==> src/rtl/bitdiv_pkg.sv <==
package bitdiv_pkg;

   // Fixed prescale ratio and its counter width
   localparam int unsigned PRE_RATIO = 4;
   localparam int unsigned PRE_W     = 2;

   // Width of the power-of-two stage counter for a given exponent width
   function automatic int unsigned pow_cnt_width(input int unsigned y_w);
      return ((1 << y_w) - 1 > 0) ? (1 << y_w) - 1 : 1;
   endfunction

   // Smallest readback width that can hold the largest divisor
   function automatic int unsigned min_rb_width(input int unsigned m_w, input int unsigned y_w);
      return PRE_W + (m_w + 2) + ((1 << y_w) - 1);
   endfunction

endpackage

==> src/rtl/bitdiv_count.sv <==
module bitdiv_count #(
   parameter int unsigned W = 2
) (
   input  logic         clk,
   input  logic         rst_n,
   input  logic         run_i,
   input  logic         step_i,
   input  logic [W-1:0] lim_i,
   output logic         wrap_o
);

   logic [W-1:0] cnt_q;
   logic         at_lim;

   assign at_lim = (cnt_q == lim_i);
   assign wrap_o = run_i & step_i & at_lim;

   always_ff @(posedge clk or negedge rst_n) begin
      if (!rst_n)
         cnt_q <= '0;
      else if (!run_i)
         cnt_q <= '0;
      else if (step_i)
         cnt_q <= at_lim ? '0 : cnt_q + 1'b1;
   end


   held_zero_chk: assert property (@(posedge clk) disable iff (!rst_n)
      !run_i |=> (cnt_q == '0));


   within_limit_chk: assert property (@(posedge clk) disable iff (!rst_n)
      run_i |-> (cnt_q <= lim_i));


   wrap_restart_chk: assert property (@(posedge clk) disable iff (!rst_n)
      (run_i && step_i && at_lim) |=> (cnt_q == '0));

endmodule

==> src/rtl/bitdiv_shadow.sv <==
module bitdiv_shadow #(
   parameter int unsigned           WW       = 16,
   parameter int unsigned           YW       = 3,
   parameter logic [WW-1:0]         RST_WORD = '0
) (
   input  logic          clk,
   input  logic          rst_n,
   input  logic          load_i,
   input  logic [WW-1:0] word_i,
   input  logic [YW-1:0] exp_i,
   output logic [WW-1:0] word_o,
   output logic [YW-1:0] exp_o
);

   always_ff @(posedge clk or negedge rst_n) begin
      if (!rst_n) begin
         word_o <= RST_WORD;
         exp_o  <= '0;
      end else if (load_i) begin
         word_o <= word_i;
         exp_o  <= exp_i;
      end
   end

endmodule

==> src/rtl/bitrate_clkdiv.sv <==
module bitrate_clkdiv #(
   parameter int unsigned M_W   = 8,
   parameter int unsigned Y_W   = 3,
   parameter int unsigned RB_W  = 24,
   parameter int unsigned RST_M = 1
) (
   input  logic               clk,
   input  logic               rst_n,
   input  logic               run_en,
   input  logic [2*M_W-1:0]   timing_word,
   input  logic [Y_W-1:0]     exp_sel,
   output logic               tick_o,
   output logic [RB_W-1:0]    divisor_o
);

   import bitdiv_pkg::*;

   localparam int unsigned WW   = 2 * M_W;
   localparam int unsigned LW   = M_W + 2;
   localparam int unsigned PW   = pow_cnt_width(Y_W);
   localparam logic [WW-1:0] RST_WORD = {M_W'(RST_M), M_W'(RST_M)};

   // Elaboration-time parameter checks
   if (M_W < 1)
      $error("bitrate_clkdiv: M_W must be at least 1");
   if (Y_W < 1 || Y_W > 5)
      $error("bitrate_clkdiv: Y_W must lie in 1..5");
   if (RB_W < min_rb_width(M_W, Y_W))
      $error("bitrate_clkdiv: RB_W too narrow for the largest divisor");
   if (RST_M >= (1 << M_W))
      $error("bitrate_clkdiv: RST_M does not fit in M_W bits");

   logic [WW-1:0]  act_word;
   logic [Y_W-1:0] act_exp;
   logic [M_W-1:0] act_msg, act_addr;
   logic           load_set;
   logic           pre_wrap, lin_wrap, pow_wrap;
   logic [LW-1:0]  lin_lim;
   logic [PW-1:0]  pow_lim;

   assign load_set = ~run_en | tick_o;
   assign act_msg  = act_word[WW-1:M_W];
   assign act_addr = act_word[M_W-1:0];

   bitdiv_shadow #(
      .WW       (WW),
      .YW       (Y_W),
      .RST_WORD (RST_WORD)
   ) u_shadow (
      .clk    (clk),
      .rst_n  (rst_n),
      .load_i (load_set),
      .word_i (timing_word),
      .exp_i  (exp_sel),
      .word_o (act_word),
      .exp_o  (act_exp)
   );

   // Stage limits: linear stage wraps after 4m+1 steps, power stage after 2^y
   assign lin_lim = {act_msg, 2'b00};
   assign pow_lim = ~({PW{1'b1}} << act_exp);

   bitdiv_count #(.W(PRE_W)) u_pre (
      .clk    (clk),
      .rst_n  (rst_n),
      .run_i  (run_en),
      .step_i (1'b1),
      .lim_i  (PRE_W'(PRE_RATIO - 1)),
      .wrap_o (pre_wrap)
   );

   bitdiv_count #(.W(LW)) u_lin (
      .clk    (clk),
      .rst_n  (rst_n),
      .run_i  (run_en),
      .step_i (pre_wrap),
      .lim_i  (lin_lim),
      .wrap_o (lin_wrap)
   );

   bitdiv_count #(.W(PW)) u_pow (
      .clk    (clk),
      .rst_n  (rst_n),
      .run_i  (run_en),
      .step_i (lin_wrap),
      .lim_i  (pow_lim),
      .wrap_o (pow_wrap)
   );

   assign tick_o = pow_wrap;

   // Readback of the applied divisor; zero flags disagreeing timing fields
   always_comb begin
      if (act_msg == act_addr)
         divisor_o = (RB_W'(lin_lim) + RB_W'(1)) << (RB_W'(act_exp) + RB_W'(PRE_W));
      else
         divisor_o = '0;
   end


   single_tick_chk: assert property (@(posedge clk) disable iff (!rst_n)
      tick_o |=> !tick_o);


   hold_between_ticks_chk: assert property (@(posedge clk) disable iff (!rst_n)
      (run_en && !tick_o && $past(run_en) && !$past(tick_o)) |-> $stable(divisor_o));


   start_no_tick_chk: assert property (@(posedge clk) disable iff (!rst_n)
      $rose(run_en) |-> !tick_o);


   idle_quiet_chk: assert property (@(posedge clk) disable iff (!rst_n)
      !run_en |-> !tick_o);

endmodule

==> config.mk <==
export PLATFORM = sky130hd
export DESIGN_NAME = bitrate_clkdiv
export DESIGN_NICKNAME = d
export VERILOG_FILES = /design/src/rtl/bitdiv_pkg.sv /design/src/rtl/bitdiv_count.sv /design/src/rtl/bitdiv_shadow.sv /design/src/rtl/bitrate_clkdiv.sv
export SDC_FILE = /design/constraint.sdc
export NUM_CORES = 1
export LEC_CHECK = 0
export CAP_MARGIN = 20
export CELL_PAD_IN_SITES_DETAIL_PLACEMENT = 1
export CELL_PAD_IN_SITES_GLOBAL_PLACEMENT = 1
export CORE_MARGIN = 2
export CORE_UTILIZATION = 37
export CTS_CLUSTER_DIAMETER = 120
export DETAILED_ROUTE_END_ITERATION = 16
export HOLD_SLACK_MARGIN = 0.03
export PLACE_DENSITY_LB_ADDON = 0.08
export SLEW_MARGIN = 15
export SYNTH_ARGS = -nofsm -noshare
export SYNTH_HDL_FRONTEND = slang
export SYNTH_SLANG_ARGS = --single-unit
==> constraint.sdc <==
create_clock -name clk -period 2.9 [get_ports clk]
set_clock_uncertainty 0.2 [all_clocks]
set_input_delay 0.29 -clock clk [delete_from_list [all_inputs] [get_ports clk]]
set_output_delay 0.29 -clock clk [all_outputs]
set_load 0.02 [all_outputs]
==> out/results.txt <==
Status - finished, final reports clean
Worst R2R Start - u_shadow.exp_o[1]$_DFFE_PN0P_
Ys Warns - 0
Overall via count from detail_route - 2404
Slew headroom - 0.415
Synthesis-to-finish area growth - 34.7%
Via/cell ratio - 5.28
Num CTS Buffers - 5
Die area - 8190 sq um
HPWL after DPL - 5470 microns
TritonRoute pass-1 iters - 4
Largest net degree at the start of global routing - 39
Sequential area share after synthesis - 0.344
Worst Path Class, Setup - flip-flop to output port
Async SR Flop Fraction - 1.00
Top_reg_cell synth - dfrtp_1
Share of cells above drive strength 1 - 0.247
Grt ovf - 0
Site row count - 31
Worst-Margin Slew - 0.878 ns
HP Class - flip-flop to flip-flop
DRC viols - 0
RSZ-0062 raised after global routing - false
Pwr/cell area - 446 nW/um^2
Gr usage total - 0.186
Fin crit share - 0.972
Die Height - 90.5 microns
Max Slew Vio Count - 0
PortBufs - 46
Die Width - 90.5 microns
CTS Buffer Depth - 2
RR Endpoint - u_shadow.word_o[3]$_DFFE_PN0P_
F_max - 355 MHz
Total Wirelength - 7320 microns
Top-area cell type share of the netlist area - 0.325
Worst-case vdd ir drop - 0.217 mV
Synth top area cells - dfrtp_1 (33%), mux2_2 (7.7%), mux2_4 (5.4%)
Seq cells post-synth - 38
Initial Utilization - 0.382
Hold path start - u_pre.cnt_q[0]$_DFF_PN0_
Final Hold Viols - 0
Hold path cells - 1
Clock insertion delay at the later pin of the skew report - 0.29 ns
Number of global-route vias before repair - 2470
Crit path DAT - 2.33 ns
Max Cap Viol - 0
Root Driver - clkbuf_8
Synth Net Count - 317
Fillers - 823
Startpoint Class - flip-flop
Antenna violations before repair - 0
Mapped cell area - 2770 sq um
Placed Cells - 444
Syn_area_per_cell - 9.58 sq um
Reg2reg setup slack - 0.24 ns
Count of final setup violators - 0
Routability-driven placement congestion ratio - 0.791
Post-DRT Antenna Nets - 0
# IOs - 47
Final net count - 383
Antenna cell count - 0
Critical-path maximum fanout - 10
Wire per inst - 16.1 microns
First-pass GRT wire length - 12500 microns
Post-synth cell types - 49
Fin util - 0.514
Area leader, netlist - dfrtp_1
Post-synth EDFFs - 0
Period minus WS final - 2.82 ns
CTS tree - done
Lkg Pwr - 1.77 nW
Clock Sink Count - 38
Synthesized netlist cell count - 289
Worst Path Required - 2.41 ns
Crit end category - output port
DRT iter0 DRCs - 59
Hold Path End - u_pre.cnt_q[0]$_DFF_PN0_
Core Region - 7250 sq um
Commonest non-fill, non-tap cells in the layout - dfrtp_1 (34), nor2_1 (27), buf_4 (25)
Clk pin slew, worst setup/hold paths - 0.08 ns
Cell Count, Final, Fillers Out - 455
Total number of H-tree levels - 2
R2R depth - 8
Commonest non-fill, non-tap cell in the layout - dfrtp_1
## worst max path at each step
stage,start,end,cells after the start
after global routing,u_shadow.exp_o[1]$_DFFE_PN0P_,divisor_o[8],7
after CTS,u_shadow.exp_o[1]$_DFFE_PN0P_,divisor_o[12],6
after global placement,u_shadow.exp_o[1]$_DFFE_PN0P_,divisor_o[10],7
after detailed placement,u_shadow.exp_o[1]$_DFFE_PN0P_,divisor_o[10],7
final,u_shadow.exp_o[1]$_DFFE_PN0P_,divisor_o[8],7
after floorplan,u_shadow.exp_o[1]$_DFFE_PN0P_,divisor_o[12],10
## cell usage after synthesis, types with 7 or more instances
| library cell | instances |
|---|---|
| a21oi_1 | 13 |
| a31oi_1 | 11 |
| clkbuf_1 | 7 |
| dfrtp_1 | 36 |
| mux2_2 | 19 |
| mux2_4 | 10 |
| nand2_1 | 22 |
| nand2b_1 | 9 |
| nand3_1 | 14 |
| nor2_1 | 27 |
| xnor2_1 | 9 |
| xor2_1 | 11 |
## stage by stage
step	setup TNS (ns)	cell area, sq um	hold slack (ns)	setup WS (ns)	total power, mW
floorplan	-0.000347	2790	-0.206	-0.000347	0.915
global placement	0	3480	0.217	0.129	1.06
detailed placement	0	3480	0.224	0.132	1.07
CTS	0	3650	0.236	0.0114	1.67
global route	0	3730	0.266	0.000646	1.76
finish	0	3730	0.234	0.0825	1.66
## metal layers
layer | part of all wire | GRT usage | vias up
li1 | - | - | 1176
met1 | 0.48 | 0.259 | 1193
met2 | 0.48 | 0.302 | 28
met3 | 0.025 | 0.0317 | 7
met4 | 0.011 | 0.0436 | 0
met5 | 0 | 0 | -
## cell type report
class / instances / area, sq um / area share
Clock buffer: 6 / 82.6 / 0.0222
Multi-Input combinational cell: 228 / 1750 / 0.469
Timing Repair Buffer: 75 / 732 / 0.196
Sequential cell: 38 / 956 / 0.256
Clock inverter: 2 / 60.1 / 0.0161
Inverter: 7 / 26.3 / 0.00705
Tap cell: 99 / 124 / 0.0332
## registers in the layout, summed over array words and instances, names as in the netlist
name and flops:
u_pow.cnt_q 7, u_pre.cnt_q 2, u_shadow.word_o 16, u_lin.cnt_q 10, u_shadow.exp_o 3
## cell families (layout without fill, tap and decap cells)
kind of cell	after synthesis	in the layout	synth area share
AO/OA/AOI/OAI	49	49	0.134
AND/OR/NAND/NOR	117	117	0.217
adder cells (fa/ha/maj)	6	6	0.0271
flip-flops	38	38	0.344
multiplexers	36	36	0.166
XOR/XNOR	20	20	0.0633
buffers and inverters	23	90	0.0475
## report_power, final
part,total [mW],switching [mW],internal (mW)
clock,0.566,0.198,0.367
sequential,0.606,0.0375,0.569
combinational,0.490,0.237,0.253
## what timing repair did
| item | CTS | global route |
|---|---|---|
| pin swaps | 0 | 1 |
| buffers inserted | 0 | 1 |
| endpoints found under the hold margin | 36 | 0 |
| hold buffers | 1 | 0 |
| cloned | 0 | 1 |
| gates resized for setup | 23 | 16 |
| endpoints found under the setup margin | 23 | 13 |
## worst max-delay path: stages (launching register included)
cell and delay, ns:
dfrtp_2 0.44, buf_12 0.15, mux2_2 0.34, mux2_2 0.29
mux2_2 0.30, a21oi_1 0.15, nor2_1 0.05, dlygate4sd2_1 0.31
Power figures use the tool's default switching activity.
